===== src/rtl/nor_erase_sequencer.sv =====
module nor_erase_sequencer #(
  parameter int AW = 16,
  parameter int DW = 8,
  parameter int TW = 12,
  parameter int unsigned UNLOCK_A = 'h555,
  parameter int unsigned UNLOCK_B = 'h2AA
) (
  input  logic          clk,
  input  logic          rst_n,
  input  logic          req_sector_erase,
  input  logic          req_chip_erase,
  input  logic          req_suspend,
  input  logic          req_resume,
  input  logic [AW-1:0] req_addr,
  input  logic [TW-1:0] typ_erase,
  input  logic [TW-1:0] timeout_base,
  output logic          fl_we,
  output logic          fl_re,
  output logic [AW-1:0] fl_addr,
  output logic [DW-1:0] fl_wdata,
  input  logic [DW-1:0] fl_rdata,
  output logic          busy,
  output logic          suspended,
  output logic          done,
  output logic          error
);
  localparam int CW = TW + 5;
  localparam logic [AW-1:0] ADDR_A = AW'(UNLOCK_A);
  localparam logic [AW-1:0] ADDR_B = AW'(UNLOCK_B);

  typedef enum logic [3:0] {
    S_IDLE, S_CMD, S_SETTLE, S_POLL_A, S_POLL_B,
    S_SUSP_CMD, S_SUSP_A, S_SUSP_B, S_HELD, S_RESUME, S_ABORT
  } state_t;

  state_t        state;
  logic [2:0]    step;
  logic [AW-1:0] blk_addr;
  logic          chip_mode;
  logic [DW-1:0] first_rd;
  logic [CW-1:0] cnt;
  logic          done_q, error_q;

  wire [CW-1:0] cnt_next    = cnt + CW'(1);
  wire [CW-1:0] settle_len  = CW'(typ_erase >> 1);
  wire [CW-1:0] erase_limit = CW'(timeout_base) * CW'(20);
  wire [CW-1:0] susp_limit  = CW'(timeout_base);
  wire          pair_match  = (fl_rdata == first_rd);

  assign busy      = (state != S_IDLE) && (state != S_HELD);
  assign suspended = (state == S_HELD);
  assign done      = done_q;
  assign error     = error_q;
  assign fl_re     = (state == S_POLL_A) || (state == S_POLL_B) ||
                     (state == S_SUSP_A) || (state == S_SUSP_B);

  always_comb begin
    fl_we    = 1'b0;
    fl_addr  = blk_addr;
    fl_wdata = '0;
    case (state)
      S_CMD: begin
        fl_we = 1'b1;
        case (step)
          3'd0:    begin fl_addr = ADDR_A; fl_wdata = DW'(8'hAA); end
          3'd1:    begin fl_addr = ADDR_B; fl_wdata = DW'(8'h55); end
          3'd2:    begin fl_addr = ADDR_A; fl_wdata = DW'(8'h80); end
          3'd3:    begin fl_addr = ADDR_A; fl_wdata = DW'(8'hAA); end
          3'd4:    begin fl_addr = ADDR_B; fl_wdata = DW'(8'h55); end
          default: fl_wdata = chip_mode ? DW'(8'h10) : DW'(8'h30);
        endcase
      end
      S_SUSP_CMD: begin fl_we = 1'b1; fl_wdata = DW'(8'hB0); end
      S_RESUME:   begin fl_we = 1'b1; fl_wdata = DW'(8'h30); end
      S_ABORT:    begin fl_we = 1'b1; fl_wdata = DW'(8'hF0); end
      default: ;
    endcase
  end

  always_ff @(posedge clk) begin
    if (!rst_n) begin
      state     <= S_IDLE;
      step      <= '0;
      blk_addr  <= '0;
      chip_mode <= 1'b0;
      first_rd  <= '0;
      cnt       <= '0;
      done_q    <= 1'b0;
      error_q   <= 1'b0;
    end else begin
      done_q  <= 1'b0;
      error_q <= 1'b0;
      case (state)
        S_IDLE: begin
          step <= '0;
          if (req_sector_erase) begin
            blk_addr  <= req_addr;
            chip_mode <= 1'b0;
            state     <= S_CMD;
          end else if (req_chip_erase) begin
            blk_addr  <= ADDR_A;
            chip_mode <= 1'b1;
            state     <= S_CMD;
          end
        end
        S_CMD: begin
          if (step == 3'd5) begin
            cnt   <= '0;
            state <= S_SETTLE;
          end else begin
            step <= step + 3'd1;
          end
        end
        S_SETTLE: begin
          if (req_suspend) state <= S_SUSP_CMD;
          else if (cnt_next >= settle_len) begin
            cnt   <= '0;
            state <= S_POLL_A;
          end else cnt <= cnt_next;
        end
        S_POLL_A: begin
          if (req_suspend) state <= S_SUSP_CMD;
          else begin
            first_rd <= fl_rdata;
            cnt      <= cnt_next;
            state    <= S_POLL_B;
          end
        end
        S_POLL_B: begin
          if (pair_match) begin
            done_q <= 1'b1;
            state  <= S_IDLE;
          end else if (cnt_next >= erase_limit) state <= S_ABORT;
          else if (req_suspend) state <= S_SUSP_CMD;
          else begin
            cnt   <= cnt_next;
            state <= S_POLL_A;
          end
        end
        S_SUSP_CMD: begin
          cnt   <= '0;
          state <= S_SUSP_A;
        end
        S_SUSP_A: begin
          first_rd <= fl_rdata;
          cnt      <= cnt_next;
          state    <= S_SUSP_B;
        end
        S_SUSP_B: begin
          if (pair_match) state <= S_HELD;
          else if (cnt_next >= susp_limit) begin
            error_q <= 1'b1;
            state   <= S_RESUME;
          end else begin
            cnt   <= cnt_next;
            state <= S_SUSP_A;
          end
        end
        S_HELD: if (req_resume) state <= S_RESUME;
        S_RESUME: begin
          cnt   <= '0;
          state <= S_POLL_A;
        end
        S_ABORT: begin
          error_q <= 1'b1;
          state   <= S_IDLE;
        end
        default: state <= S_IDLE;
      endcase
    end
  end
endmodule


===== config.mk =====
export PLATFORM = sky130hd
export DESIGN_NAME = nor_erase_sequencer
export DESIGN_NICKNAME = d
export VERILOG_FILES = /design/src/rtl/nor_erase_sequencer.sv
export SDC_FILE = /design/constraint.sdc
export NUM_CORES = 1
export LEC_CHECK = 0
export BUFFER_PORTS_ARGS = -buffer_cell sky130_fd_sc_hd__clkbuf_2
export CAP_MARGIN = 20
export CORE_ASPECT_RATIO = 1.5
export CORE_MARGIN = 1.5
export CORE_UTILIZATION = 25
export CTS_CLUSTER_DIAMETER = 150
export DETAILED_ROUTE_END_ITERATION = 8
export PLACE_DENSITY = 0.53
export SYNTH_ARGS = -nofsm -noshare
export SYNTH_HDL_FRONTEND = slang
export SYNTH_SLANG_ARGS = --single-unit

===== constraint.sdc =====
create_clock -name clk -period 9.33 [get_ports clk]
set_input_delay 0.933 -clock clk [delete_from_list [all_inputs] [get_ports clk]]
set_output_delay 0.933 -clock clk [all_outputs]
set_load 0.02 [all_outputs]

; Yosys cells after proc, flatten, opt, wreduce, memory -nomap -nowiden
; Index checks and enable logic that the tools add are counted.
[totals]
regBits = 51
output_inout_bits = 30
elab_cells = 104
inputBits = 54
[op_classes]
n_eq_ne = 28
n_mul = 1
addsub = 2
magnitude_cmp = 3
mux = 40
reduce_logical = 22
[op_table]
columns = op, n
row1 = $mux W17, 8
row2 = $pmux W17 S7, 1
row3 = $mux W16, 3
row4 = $mux W4, 10
row5 = $pmux W4 S10, 1
row6 = $pmux W16 S2, 1
row7 = $pmux W8 S4, 1
row8 = $pmux W8 S3, 1
row9 = $ne A2 B2 Y1 const B, 9
row10 = $add A17 B1 Y17 const B, 1
row11 = $ge A17 B11 Y1, 1
row12 = $ge A17 B12 Y1, 1
row13 = $ge A17 B17 Y1, 1
row14 = $eq A4 B3 Y1 const B, 4
row15 = $pmux W8 S2, 1
row16 = $mul A12 B3 Y15 const B, 1
row17 = $eq A4 B4 Y1 const B, 3
row18 = $eq A4 B2 Y1 const B, 2
row19 = $eq A8 B8 Y1, 1
row20 = $mux W8, 1
row21 = $reduce_and A2 Y1, 4
row22 = $mux W1, 7
row23 = $reduce_and A7 Y1, 1
row24 = $reduce_bool A7 Y1, 1
row25 = other kinds (21), 31

; Longest topological paths before layout
; Gate-level depths: netlist of run 1.
[depth]
word_depth = 5
depth_mapped = 20
depth_no_buf = 19

; Least setup slack after synthesis of run 1
; Ideal clock, no wire load.
[synth_timing]
path_kind = in2reg
from = input port timeout_base[2]
to = register cnt[14]
path_stages = 18
t_arrival_ps = 4443
slack_ps = 4794
required_time_ps = 9238
path_buffers = 1
setup_time_ps = 92
cell_sequence = ha_1 -> ha_1 -> a21o_1 -> a21oi_1 -> o21ai_0 -> a21oi_1 -> o21ai_0 -> a31oi_1 -> xor2_1 -> ha_1 -> a21o_1 -> a21o_1 -> a221oi_1 -> o21ai_0 -> a21oi_1 -> nand3_1 -> buf_6 -> o32ai_1
[synth_via]
elab_chain_cells = 4
elab_cells_between_ends = 6
classes_between = 1 x mul / 2 x order compare / 2 x eq/ne / 1 x reduce/logical
[synth_lines]
columns = element, line_no
row1 = start: declaration, 16  ; input logic [TW-1:0] timeout_base,
row2 = $mul A12 B3 Y15, 46  ; wire [CW-1:0] erase_limit = CW'(timeout_base) * CW'(20);
row3 = $ge A17 B17 Y1, 133  ; end else if (cnt_next >= erase_limit) state <= S_ABORT;
row4 = $ne A2 B2 Y1 (no line), n/a
row5 = $reduce_and A7 Y1 (no line) *, n/a
row6 = end signal: assignment, 136  ; cnt <= cnt_next;
row7 = end signal: assignment, 146  ; cnt <= cnt_next;
row8 = end signal: assignment, 155  ; cnt <= cnt_next;
row9 = end: declaration, 41  ; logic [CW-1:0] cnt;
; Mark *: on every way between the ends. The rest lies on a longest branch, timed or not.
; A chain may end at the register's enable or synchronous reset.

; Worst setup path in the final report of run 1
[layout_timing]
from = input port timeout_base[2]
to = register cnt[0]
; The elaborated chain is that of the path after synthesis.

==> impl_metrics.ini, run 1 <==
[status]
status = completed

[synth]
synth_area_um2 = 4530
synthTopCellsByArea = dfxtp_1 (23%), ha_1 (18%), nand2_1 (5.5%)
async_flop_share = 0
yosysMostFrequentCell = nand2_1
yosysTopAreaCell = dfxtp_1
synth_warnings = 0
synth_cell_types = 60
synth.avg_cell_area_um2 = 7.72
syn-num-nets = 706
netlist_instances = 586
yosys-top-cells-count = nand2_1 (66), ha_1 (65), inv_1 (53)
ys.flop_type = dfxtp_1
synth_compound_area_frac = 0.221
synth-adder-area-share = 0.186
synth_xor_area_frac = 0.0619
synth_top_family_by_area = compound AO/OA/AOI/OAI gates
synth-seq-cells = 51
post-synth-top-area-fraction = 0.226
synthMuxAreaShare = 0.0224
synth_seq_area_share = 0.226
synth-simple-area-share = 0.202
synth-edff-count = 0

[setup_path]
crit_start = timeout_base[2]
rr_endpoint = cnt[0]
arrival_ps = 5640
rrSetupSlack_ps = 4700
timing.rr.start = cnt[0]
required_ps = 9530
endpoint = cnt[0]
path_max_fanout = 11
crit_type = in2reg
crit_path_start_kind = input pin
worstSetupEndpointType = register
reg2reg_depth = 13

[drt]
vias = 4311
wl_per_cell_um = 14.0
wl_um = 12200
ant_nets = 0
drt_first_iter_violations = 152
vias_per_cell = 4.97
firstDrtPassIters = 5
drcViolationCount = 0

[floorplanning]
coreArea_um2 = 17900
die_w_um = 113
ioPinCount = 84
row_count = 60
die-area_um2 = 18900
dieHeight_um = 168
start_util = 0.253

[cells_and_area]
area_growth_syn_to_layout_pct = 15.5
nNetsFinal = 769
diodes = 0
design_area_um2 = 5230
fin_util = 0.293
drive_gt1_frac = 0.157

[global_route]
grt_pass1_vias = 4273
grt_pass1_wl_um = 20500
grt.total_usage = 0.131
grt.overflow.total = 0
grt_max_degree = 51
antenna_found_initial = 0

[power_and_ir_drop]
ir_worst_vdd_mv = 0.153
p_leak_nw = 2.52
powerDensity_nw_per_um2 = 202
total_power_w = 0.00106

[sta]
clock.fmax_ghz = 0.184
drv_slew = 0
fin_crit_sh = 0.583
rsz0062_at_grt = false
finalWorstPathRequiredPeriod_ps = 5440
fin_skew_ps = 7.72
hold_viol_final = 0
relSlewSlack = 0.368
setup_viol = 0
tns_ps = 0
tightest_slew_ps = 940
fin_hold_ws_ps = 497

[cts]
hold_buffers = 0
cts_sinks = 51
clk_latency_ps = 300
h-tree-depth = 2
cts_tree = built
clk_pin_slew_ps = 70
ctsRootBufferMaster = clkbuf_16
cts_buffer_depth = 2
cts_setup_buffers = 0
cts_resized = 0
cts_buffers = 5

[run]
max-cap-violations = 0

[place]
place_congestion = 0.778
placed_area_um2 = 5050
port_buffers = 82
dpl.hpwl_um = 9490

[worst_hold_path]
min_path_type = reg2reg
==> metrics by stage <==
step	instances	setup WS, ps
final	867	3890
after global routing	867	3500
after CTS	866	3860
after detailed placement	858	3560
after global placement	858	3600
after floorplan	586	4790
==> metal layers <==
layer	track usage	share of wire	vias to the layer above
met2	0.241	0.50	101
met4	0.0380	0.017	0
met3	0.0216	0.044	12
li1	-	-	2221
met1	0.155	0.44	1977
met5	0	0	-
==> worst max-delay path: stages <==
cell and delay [ps]:
clkbuf_2 110, ha_1 310, ha_1 290, a21o_1 180
a21oi_1 220, o21ai_0 120, a21oi_1 270, o21ai_0 180
a31oi_1 250, xor2_1 190, ha_1 270, a21o_1 160
a21o_1 170, a221oi_1 280, o21ai_0 250, a21oi_1 520
nand3_1 550, o31ai_1 370
==> power breakdown <==
part	internal, W	switching [W]	leakage (nW)
Sequential	0.000251	0.0000382	0.415
Clock	0.000128	0.0000904	0.0804
Combinational	0.000191	0.000361	2.02
Total	0.000569	0.000489	2.52
==> worst min-delay path by stage <==
stage                       startpoint           end  cells past startpoint
after floorplan           blk_addr[11]  blk_addr[11]                      2
after global placement     blk_addr[0]   blk_addr[0]                      2
after detailed placement  blk_addr[14]  blk_addr[14]                      2
after CTS                 blk_addr[14]  blk_addr[14]                      2
after global routing       blk_addr[9]   blk_addr[9]                      2
final                     blk_addr[14]  blk_addr[14]                      2
==> area by class of cell <==
class	instances	area (µm²)
inverters	53	199
repair buffers	84	425
fillers	2009	12600
clock buffers	5	125
flip-flops and latches	51	1020
well taps	217	272
clock inverters	3	46.3
multi-input cells	454	3140
==> cell usage in the layout (no fill, tap or decap), drive strengths merged, types with 8 or more instances in the layout <==
cell type   n
a211oi     14
or3        10
xor2       16
nand3      13
inv        54
o21ai      28
a21o        8
ha         65
dfxtp      51
nor3       15
nand2      66
clkbuf     87
nor2       51
nand4      12
a21oi      37
a22oi      11
xnor2      16
o22ai      18
mux2i       9
==> cell families (layout without fill, tap and decap cells) <==
logic type	Yosys count	after routing
AO/OA/AOI/OAI	149	149
XOR/XNOR	32	32
adder cells (fa/ha/maj)	67	67
buffers and inverters	81	145
flip-flops	51	51
multiplexers	10	10
AND/OR/NAND/NOR	196	196
==> sequential cells by signal, summed over array words and instances, names as in the netlist <==
signal and count:
cnt 17, blk_addr 16, first_rd 8, state 4, step 3, chip_mode 1
done 1, error 1
No activity file was read; power rests on OpenSTA's default activity.
==> run 2: changes to the inputs <==
==> constraint.sdc (replaced) <==
create_clock -name clk -period 5.1 [get_ports clk]
set_input_delay 0.51 -clock clk [delete_from_list [all_inputs] [get_ports clk]]
set_output_delay 0.51 -clock clk [all_outputs]
set_load 0.02 [all_outputs]
==> run 2 against run 1 <==
  * Cell count up 0.23%
  * Routed wire length rose by 0.99%
  * Die area did not move
  * Cell area about the same
  * Critical path depth is the same
  * Core utilization about the same
  * Highest routed layer unchanged
==> impl_metrics.ini, run 2 (synthesis gave the netlist of run 1 again) <==
[status]
status = completed

[cts]
clk_pin_slew_ps = 80
cts_sinks = 51
cts_resized = 0
cts_setup_buffers = 0
cts_buffer_depth = 2
ctsRootBufferMaster = clkbuf_16
h-tree-depth = 2
cts_buffers = 5
cts_tree = built
clk_latency_ps = 300
hold_buffers = 0

[power_and_ir_drop]
seq_power_share = 0.276
p_int_w = 0.00102
ir_worst_vdd_mv = 0.292
total_power_w = 0.00191
power_frac_comb = 0.535
powerDensity_nw_per_um2 = 366
power.switching_w = 0.000896
p_leak_nw = 2.52
swShare = 0.468
clockPowerShare = 0.189

[setup_path]
path_buf_inv = 1
arrival_ps = 4660
crit_family = compound AO/OA/AOI/OAI gates
crit_path_start_kind = input pin
path_common_cell = a21o_1
slowest_delay_ps = 440
path_max_fanout = 17
cp_slowest_cell = a21o_1
cp_cell_sequence = clkbuf_2 > ha_1 > ha_1 > a21o_1 > a21oi_1 > o21ai_0 > a21oi_1 > o21ai_0 > a31oi_1 > xor2_1 > ha_1 > a21o_1 > a21o_1 > a221oi_1 > o21ai_0 > a21o_1 > a211oi_1 > o22ai_1
path_depth = 18
crit_type = in2reg
worstSetupEndpointType = register
reg2reg_depth = 13
required_ps = 5290

[sta]
setup_ws_ps = 632
clock.fmax_ghz = 0.224
fin_crit_sh = 0.876
fin_skew_ps = 13.6
tns_ps = 0
hold_viol_final = 0
tightest_slew_ps = 999
relSlewSlack = 0.328
setup_viol = 0
rsz0062_at_grt = false
drv_slew = 0
finalWorstPathRequiredPeriod_ps = 4470

[cells_and_area]
final_common_cell = clkbuf_2
multi_input_area_um2 = 3140
fill_cells = 1955
top_regs = cnt (17), blk_addr (16), first_rd (8)
drive_gt1_frac = 0.160
final_cell_mix = clkbuf_2 (82), nand2_1 (66), ha_1 (65)
top_register = cnt
area_growth_syn_to_layout_pct = 15.5
nNetsFinal = 771
final-seq-area_um2 = 1020
largest_reg_flops = 17
diodes = 0

[floorplanning]
coreArea_um2 = 17900
start_util = 0.253
die-area_um2 = 18900
row_count = 60
dieHeight_um = 168
ioPinCount = 84
die_w_um = 113

[place]
dpl.hpwl_um = 9650
place_congestion = 0.799
dpl_worst_slack_ps = 322
port_buffers = 82

[global_route]
antenna_found_initial = 0
grt_pass1_vias = 4400
grt.overflow.total = 0
grt_pass1_wl_um = 20800
grt_max_degree = 45
grt.total_usage = 0.132

[drt]
drt_first_iter_violations = 153
firstDrtPassIters = 4
drcViolationCount = 0
ant_nets = 0
vias_per_cell = 5.00
wl_um = 12300
vias = 4347
wl_per_cell_um = 14.1

[worst_hold_path]
hold_depth = 3
min_path_type = in2reg

[run]
max-cap-violations = 0
-- run 2: worst paths after layout --
| kind | from | to | slack [ps] |
|---|---|---|---|
| setup / recovery | timeout_base[2] | cnt[3] | 630 |
| hold / removal | req_addr[7] | blk_addr[7] | 460 |
| setup reg to reg | cnt[0] | cnt[3] | 1000 |
| hold reg to reg | chip_mode | chip_mode | 490 |
-- run 2: through the flow --
stage,hold slack [ps],cell area [µm²],instances,util
2_1_floorplan,457,4530,586,-
3_3_place_gp,476,5060,860,0.283
3_5_place_dp,481,5070,861,0.284
4_1_cts,456,5230,869,0.293
5_1_grt,461,5230,869,0.293
6_report,459,5230,869,0.293
-- run 2: worst register-to-register path, delay by kind of cell, from the launching register on --
family	cells	cell delay (ps)
AOI/OAI and AO/OA	5	1440
and+or+nand+nor	4	1190
adders and majority gates	2	580
DFF	1	480
xor gates and xnor gates	1	230
buffers and inverters	1	50
-- run 2: power by group through the flow --
stage	registers, W	clock network [W]	logic, W
after floorplan	0.000496	0	0.000774
after global placement	0.000537	0	0.00102
after detailed placement	0.000535	0	0.00103
after CTS	0.000527	0.000371	0.00103
after global routing	0.000539	0.000380	0.00115
final	0.000528	0.000363	0.00102
-- run 2: cell type report --
cell class,instances,area share
Sequential cell,51,0.195
Clock buffer,6,0.0266
Clock inverter,2,0.00311
Multi-Input combinational cell,454,0.600
Inverter,53,0.0380
Tap cell,217,0.0519
Timing Repair Buffer,86,0.0849
-- run 2: routing by layer --
metal  vias to the layer above  wire, µm  track usage
met5                         -         0            0
met4                         0       246       0.0386
met3                        15       560       0.0198
met2                       110      6120        0.245
met1                      1992      5350        0.155
li1                       2230         -            -
